## config.mk

```make
export PLATFORM = sky130hd
export DESIGN_NAME = dbg_evt_unit
export DESIGN_NICKNAME = d
export VERILOG_FILES = /design/src/rtl/dbg_evt_pkg.sv /design/src/rtl/dbg_addr_cmp.sv /design/src/rtl/dbg_sticky_status.sv /design/src/rtl/dbg_evt_unit.sv
export SDC_FILE = /design/constraint.sdc
export NUM_CORES = 1
export LEC_CHECK = 0
export BUFFER_PORTS_ARGS = -buffer_cell sky130_fd_sc_hd__buf_2
export CORE_MARGIN = 1.5
export CORE_UTILIZATION = 57
export DETAILED_ROUTE_END_ITERATION = 16
export PLACE_DENSITY_LB_ADDON = 0.25
export SYNTH_ARGS = -nofsm -noshare
export SYNTH_HDL_FRONTEND = slang
export SYNTH_SLANG_ARGS = --single-unit
```

## constraint.sdc

```tcl
create_clock -name clk_i -period 3.1 [get_ports clk_i]
set_clock_uncertainty 0.2 [all_clocks]
set_input_delay 0.62 -clock clk_i [delete_from_list [all_inputs] [get_ports clk_i]]
set_output_delay 0.62 -clock clk_i [all_outputs]
set_load 0.03 [all_outputs]
```

## src/rtl/dbg_evt_pkg.sv

```systemverilog
package dbg_evt_pkg;
  localparam int unsigned REG_CTRL     = 0;
  localparam int unsigned REG_STAT     = 1;
  localparam int unsigned REG_CMP_BASE = 2;
  // trace event positions (control bit = position + 1)
  localparam int unsigned TR_RETIRE = 0;
  localparam int unsigned TR_BRANCH = 1;
  localparam int unsigned TR_IRQ    = 2;
  localparam int unsigned TR_N      = 3;
  localparam int unsigned CTRL_MASTER = 0;
endpackage

```

## src/rtl/dbg_addr_cmp.sv

```systemverilog
module dbg_addr_cmp #(
  parameter int unsigned AW = 32
) (
  input  logic          en_i,
  input  logic          valid_i,
  input  logic [AW-1:0] addr_i,
  input  logic [AW-1:0] cmp_i,
  output logic          hit_o
);
  assign hit_o = en_i & valid_i & (addr_i == cmp_i);
endmodule

```

## src/rtl/dbg_sticky_status.sv

```systemverilog
module dbg_sticky_status #(
  parameter int unsigned N = 7
) (
  input  logic         clk_i,
  input  logic         rst_ni,
  input  logic [N-1:0] set_i,
  input  logic [N-1:0] clr_i,
  output logic [N-1:0] status_o,
  output logic         irq_o
);
  logic [N-1:0] status_q;

  always_ff @(posedge clk_i or negedge rst_ni) begin
    if (!rst_ni) status_q <= '0;
    else         status_q <= (status_q & ~clr_i) | set_i;
  end

  assign status_o = status_q;
  assign irq_o    = |status_q;

  AST_STICKY_HOLD: assert property (@(posedge clk_i) disable iff (!rst_ni)
    1'b1 |=> ((($past(status_q) & ~$past(clr_i)) & ~status_q) == '0));
  AST_SET_WINS: assert property (@(posedge clk_i) disable iff (!rst_ni)
    (set_i != '0) |=> ((status_q & $past(set_i)) == $past(set_i)));
  AST_IRQ_AFTER_POST: assert property (@(posedge clk_i) disable iff (!rst_ni)
    (set_i != '0) |=> irq_o);
endmodule

```

## src/rtl/dbg_evt_unit.sv

```systemverilog
module dbg_evt_unit
  import dbg_evt_pkg::*;
#(
  parameter int unsigned AW   = 32,
  parameter int unsigned NIAC = 2,
  parameter int unsigned NDAC = 2,
  localparam int unsigned RAW = $clog2(2 + NIAC + NDAC)
) (
  input  logic           clk_i,
  input  logic           rst_ni,
  input  logic           reg_we_i,
  input  logic [RAW-1:0] reg_addr_i,
  input  logic [AW-1:0]  reg_wdata_i,
  output logic [AW-1:0]  reg_rdata_o,
  input  logic           ret_valid_i,
  input  logic [AW-1:0]  ret_pc_i,
  input  logic           br_taken_i,
  input  logic           irq_taken_i,
  input  logic           mem_valid_i,
  input  logic           mem_store_i,
  input  logic [AW-1:0]  mem_addr_i,
  output logic           dbg_irq_o
);
  localparam int unsigned CW        = 1 + TR_N + NIAC + 2 * NDAC;
  localparam int unsigned SW        = TR_N + NIAC + NDAC;
  localparam int unsigned C_IAC     = 1 + TR_N;
  localparam int unsigned C_DAC     = C_IAC + NIAC;
  localparam int unsigned S_IAC     = TR_N;
  localparam int unsigned S_DAC     = TR_N + NIAC;
  localparam int unsigned A_DAC     = REG_CMP_BASE + NIAC;

  logic [CW-1:0] ctrl_q;
  logic [AW-1:0] iac_q [NIAC];
  logic [AW-1:0] dac_q [NDAC];
  logic [SW-1:0] evt, set_vec, clr_vec, status;

  // register writes
  always_ff @(posedge clk_i or negedge rst_ni) begin
    if (!rst_ni) begin
      ctrl_q <= '0;
      for (int i = 0; i < NIAC; i++) iac_q[i] <= '0;
      for (int i = 0; i < NDAC; i++) dac_q[i] <= '0;
    end else if (reg_we_i) begin
      if (reg_addr_i == RAW'(REG_CTRL)) ctrl_q <= reg_wdata_i[CW-1:0];
      for (int i = 0; i < NIAC; i++)
        if (reg_addr_i == RAW'(REG_CMP_BASE + i)) iac_q[i] <= reg_wdata_i;
      for (int i = 0; i < NDAC; i++)
        if (reg_addr_i == RAW'(A_DAC + i)) dac_q[i] <= reg_wdata_i;
    end
  end

  // trace events
  assign evt[TR_RETIRE] = ctrl_q[TR_RETIRE + 1] & ret_valid_i;
  assign evt[TR_BRANCH] = ctrl_q[TR_BRANCH + 1] & br_taken_i;
  assign evt[TR_IRQ]    = ctrl_q[TR_IRQ + 1]    & irq_taken_i;

  for (genvar g = 0; g < NIAC; g++) begin : g_iac
    dbg_addr_cmp #(.AW(AW)) u_cmp (
      .en_i   (ctrl_q[C_IAC + g]),
      .valid_i(ret_valid_i),
      .addr_i (ret_pc_i),
      .cmp_i  (iac_q[g]),
      .hit_o  (evt[S_IAC + g])
    );
  end

  for (genvar g = 0; g < NDAC; g++) begin : g_dac
    logic dir_en;
    // read enable at even offset, write enable at odd
    assign dir_en = mem_store_i ? ctrl_q[C_DAC + 2*g + 1] : ctrl_q[C_DAC + 2*g];
    dbg_addr_cmp #(.AW(AW)) u_cmp (
      .en_i   (dir_en),
      .valid_i(mem_valid_i),
      .addr_i (mem_addr_i),
      .cmp_i  (dac_q[g]),
      .hit_o  (evt[S_DAC + g])
    );
  end

  assign set_vec = evt & {SW{ctrl_q[CTRL_MASTER]}};
  assign clr_vec = (reg_we_i && reg_addr_i == RAW'(REG_STAT)) ? reg_wdata_i[SW-1:0] : '0;

  dbg_sticky_status #(.N(SW)) u_status (
    .clk_i   (clk_i),
    .rst_ni  (rst_ni),
    .set_i   (set_vec),
    .clr_i   (clr_vec),
    .status_o(status),
    .irq_o   (dbg_irq_o)
  );

  always_comb begin
    reg_rdata_o = '0;
    if (reg_addr_i == RAW'(REG_CTRL)) reg_rdata_o[CW-1:0] = ctrl_q;
    if (reg_addr_i == RAW'(REG_STAT)) reg_rdata_o[SW-1:0] = status;
    for (int i = 0; i < NIAC; i++)
      if (reg_addr_i == RAW'(REG_CMP_BASE + i)) reg_rdata_o = iac_q[i];
    for (int i = 0; i < NDAC; i++)
      if (reg_addr_i == RAW'(A_DAC + i)) reg_rdata_o = dac_q[i];
  end

  AST_MASTER_OFF: assert property (@(posedge clk_i) disable iff (!rst_ni)
    !ctrl_q[CTRL_MASTER] |=> ((status & ~$past(status)) == '0));
  AST_IAC0_CAUSE: assert property (@(posedge clk_i) disable iff (!rst_ni)
    $rose(status[S_IAC]) |-> ($past(ret_valid_i) && $past(ret_pc_i) == $past(iac_q[0]) && $past(ctrl_q[C_IAC])));
  AST_DAC0_CAUSE: assert property (@(posedge clk_i) disable iff (!rst_ni)
    $rose(status[S_DAC]) |-> ($past(mem_valid_i) && $past(mem_addr_i) == $past(dac_q[0]) &&
      ($past(mem_store_i) ? $past(ctrl_q[C_DAC + 1]) : $past(ctrl_q[C_DAC]))));
  AST_TRACE_BR_CAUSE: assert property (@(posedge clk_i) disable iff (!rst_ni)
    $rose(status[TR_BRANCH]) |-> ($past(br_taken_i) && $past(ctrl_q[TR_BRANCH + 1])));
endmodule

```

Word-level counts from Yosys, hierarchy flattened
Index checks and enable logic that the tools add are counted.
- logic and storage cells: 47
- bits of input ports: 107
- output and inout bits: 33
- flip-flop bits (word level): 145
- muxes and demuxes: 9
- reduce and logical (&&, ||, !) cells: 8
- bitwise operators: 15
- equality and inequality tests: 9
- operators by type and width (operator ; count):
    $eq A32 B32 Y1 ; 4
    $mux W32 ; 4
    $and A7 B7 Y7 ; 2
    $mux W7 ; 2
    $and A1 B1 Y1 ; 11
    $mux W10 ; 1
    $reduce_and A2 Y1 ; 5
    $not A7 Y7 ; 1
    $or A7 B7 Y7 ; 1
    $reduce_or A7 Y1 ; 1
    $eq A3 B2 Y1 const B ; 2
    $eq A3 B3 Y1 const B ; 2
    $eq A3 B1 Y1 const B ; 1
    $logic_not A3 Y1 ; 1
    $mux W1 ; 2
    $logic_and A1 B1 Y1 ; 1

Depth between registers and ports, before layout
- depth in word-level cells: 7
- depth in mapped cells: 7
- mapped depth without buffers: 4

Cells and area by module
From an unflattened synthesis, not the netlist that was laid out.
- cells, all modules: 677
- area, all modules: 8146.6 um^2
- modules (own cells, without submodules) (module ; sequential area each (um^2) ; area each (um^2) ; instances ; cells an instance):
    dbg_evt_unit ; 3453.3 ; 6414.9 ; 1 ; 477
    dbg_addr_cmp ; 0.0 ; 365.4 ; 4 ; 44
    dbg_sticky_status ; 175.2 ; 270.3 ; 1 ; 24

Least setup slack after synthesis
Ideal clock, no wire load.
- path kind: input to output
- from: in reg_addr_i[0]
- to: out reg_rdata_o[24]
- cell stages on the path: 6
- arrival: 1.980 ns
- buffers on the path: 4
- slack: 0.300 ns
- required time: 2.280 ns
- cells stage by stage: buf_2 -> buf_4 -> buf_4 -> buf_2 -> mux2i_1 -> o22ai_1
- word-level cells in the longest chain between the ends: 5
- elaborated cells between the ends (all ways): 8
- those cells by class: eq/ne (4); mux (4)
- RTL lines (item ; RTL line ; RTL):
    start: declaration ; dbg_evt_unit.sv:12 ; input logic [RAW-1:0] reg_addr_i,
    $eq A3 B2 Y1 ; dbg_evt_unit.sv:97 ; if (reg_addr_i == RAW'(REG_CMP_BASE + i)) reg_rdata_o = iac_q[i];
    $mux W32 (2 in series) ; dbg_evt_unit.sv:97 ;
    $mux W32 ; dbg_evt_unit.sv:99 ; if (reg_addr_i == RAW'(A_DAC + i)) reg_rdata_o = dac_q[i];
    $mux W32 (*) ; dbg_evt_unit.sv:99 ;
    end: declaration ; dbg_evt_unit.sv:14 ; output logic [AW-1:0] reg_rdata_o,
Every way passes the cells marked *; elsewhere a longest branch is shown, timed or not.

Final worst setup path
- from: in reg_addr_i[0]
- to: out reg_rdata_o[18]
Same word-level chain as after synthesis.

==> flow_summary.yaml <==
placement:
  place_area_um2: 8977
  dpl.hpwl_mm: 17.01
  port_buffers: 139
  place_congestion: 0.9505
  numPlacedInstances: 958
global_route:
  antenna_found_initial: 1
  grt_pass1_vias: 6256
  overflow: 0
  grt_pass1_wl_mm: 35.45
  grtUsageTotal: 0.3306
  grt_max_degree: 66
yosys:
  ys_seq_area_frac: 0.4525
  yosysUniqueCellTypes: 34
  synth-main-ff-cell: "dfrtp_1"
  yosys_warnings: 0
  yosys.area.top_type: "dfrtp_1"
  ys_async_sr_fraction: 1.000
  synth.top_cell.area_share: 0.4525
  synthMostInstantiatedCell: "dfrtp_1"
  synth_seq_cells: 145
  synthesis.nets: 763
  postSynthAreaPerCell_um2: 12.22
  synth_area_um2: 8019
  synthCells: 656
  synth_common_cells: "dfrtp_1, mux2_2, xnor2_1, xor2_1, mux2i_1"
  yosys-top-cells-area: "dfrtp_1, mux2_2, mux2i_1"
  synth_edf_count: 0
sta:
  worst-slew-pin-transition_ns: 0.6539
  rsz0062_at_grt: "false"
  slew_viol_final: 0
  finalSetupViolCount: 0
  fmax_mhz: 359.0
  setup_tns_ns: 0
  holdWs_ns: -0.02710
  period_needed_ns: 2.785
  slew_headroom: 0.5600
  fin_crit_sh: 0.8984
  hold_viol: 11
setup_path:
  crit_family: "buffers and inverters"
  cp.buffers_inverters: 3
  critPathCaptureType: "output port"
  path_class: "primary input to output port"
  startpoint_type: "primary input"
  crit_end: "reg_rdata_o[18]"
  crit_path_top_delay_cell: "buf_4"
  arrival_ns: 1.97
  critPathMaxFanout: 36
  path_depth: 5
  cp.required_ns: 2.28
  cpPeakStageDelay_ns: 0.37
  worstPathCellList: "buf_4 > buf_12 > mux2i_1 > o22ai_1 > buf_2"
  regToRegSetupSlack_ns: 1.08
  r2r_cells: 4
  timing.rr.end: "u_status.status_o[6]"
  cp-startpoint: "reg_addr_i[0]"
  r2r-start: "ctrl_q[0]"
layout:
  area_growth_pct: 19.39
  drive_above_1_share: 0.4000
  nFillCells: 989
  antennaDiodeCount: 0
  layout.nets: 904
  multi_input_comb_area_um2: 4189
  regArea_um2: 3628
  finalNonFillerCells: 990
  final_area_um2: 9574
power:
  p_sw_frac: 0.3167
  power.switching_w: 0.002051
  sequentialPowerShare: 0.418
  p_per_area_nw_per_um2: 676.5
  intPower_w: 0.004426
  p_leak_nw: 4.269
  p_clk_frac: 0.319
  combPwrFrac: 0.263
  ir_drop_v: 0.0003935
clock_tree:
  clock_latency_ns: 0.43
  post_cts_buffers: 0
  cts-root-buf: "clkbuf_16"
  postCtsHoldBufs: 0
  clockBufferDepth: 2
  post_cts_resized: 0
  clkTransAtPathRegs_ns: 0.06
  cts_buffers: 17
  cts_tree: "built"
  htreeDepth: 4
  cts_sinks: 145
flow_run:
  maxCapViolations: 0
floorplan:
  dieArea_um2: 14790
  die_x_um: 121.6
  core_area_um2: 13830
  pin_count: 140
  die_h_um: 121.6
  start_util: 0.5799
  rows: 43
detailed_routing:
  first_pass_iters: 5
  drtAntennaViolNets: 0
  wire_per_inst_um: 23.65
  avgViaCountPerCell: 6.164
  vias: 6102
  drt_iter0_markers: 445
  drt-total-wl_mm: 23.41
  drc: 0
status:
  status: "finished, violations left"
  violations: "negative hold slack"
hold_path:
  hp-class: "primary input to async pin"
[final cells by class]
type	instances	area share
sequential	145	0.3790
timing repair buffer	156	0.09605
inverter	4	0.001568
clock inverter	4	0.007318
tap	180	0.02352
multi-input combinational	473	0.4375
clock buffer	28	0.05502
[worst register-to-register path: cells and delay by family (launching register included)]
| family | cells | cell delay (ns) |
|---|---|---|
| AO/OA/AOI/OAI | 2 | 0.51 |
| flip-flops | 1 | 0.57 |
| AND/OR/NAND/NOR | 2 | 0.65 |
[cell usage in the layout, fill, tap and decap left out, drive strengths merged]
cell,count
o21ai,13
o31ai,3
a32o,7
nor4,17
nor2,9
nor2b,3
bufinv,2
clkinv,2
nand4b,2
xor2,63
nor4b,1
nor4bb,1
xnor2,64
a211o,1
inv,4
o22ai,22
nand2,23
mux2i,62
nand2b,2
mux2,136
dfrtp,145
nor3b,2
nor3,3
o221ai,7
a21oi,7
or4,3
nand3,3
clkbuf,28
buf,156
nand4,19
[worst min-delay path by stage]
stage                           end  cells after the start
2_1_floorplan             ctrl_q[0]                      0
3_3_place_gp   u_status.status_o[0]                      1
3_5_place_dp   u_status.status_o[0]                      1
4_1_cts                    iac_q[7]                      1
5_1_grt                    iac_q[7]                      1
6_report                  dac_q[40]                      1
[metrics by stage]
step | setup slack (ns) | total power (W) | util | hold WS [ns]
after floorplan | 0.2995 | 0.003754 | - | 0.1244
after global placement | 0.3702 | 0.004326 | 0.6493 | 0.3024
after detailed placement | 0.3643 | 0.004400 | 0.6493 | 0.3168
after CTS | 0.3569 | 0.006476 | 0.6924 | 0.009941
after global routing | 0.2426 | 0.006734 | 0.6924 | 0.02924
final | 0.3148 | 0.006477 | 0.6924 | -0.02710
[state kept, by name, summed over array words and instances (netlist names)]
signal and count:
u_status.status_o 7, iac_q 64, ctrl_q 10, dac_q 64
[metal layers]
metal	up-vias	global-route usage	wire length, um
met4	0	0.1757	1084
met2	316	0.5212	10970
met1	3056	0.4280	9620
met3	71	0.07350	1735
met5	-	0	0
li1	2659	-	-
[logic make-up after synthesis]
logic type / Yosys count / synth area share
compound gates: 60 / 0.05055
xor+xnor: 127 / 0.1387
simple gates: 88 / 0.06397
flops: 145 / 0.4525
buf+inv: 38 / 0.02590
mux: 198 / 0.2684
[power by group through the flow]
| stage | sequential, W | clock [W] | combinational, W |
|---|---|---|---|
| after floorplan | 0.00262 | 0 | 0.00113 |
| after global routing | 0.00276 | 0.00216 | 0.00181 |
| after global placement | 0.00269 | 0 | 0.00163 |
| after CTS | 0.00270 | 0.00209 | 0.00169 |
| final | 0.00271 | 0.00207 | 0.00170 |
| after detailed placement | 0.00273 | 0 | 0.00167 |
(Power assumes the default switching activity.)
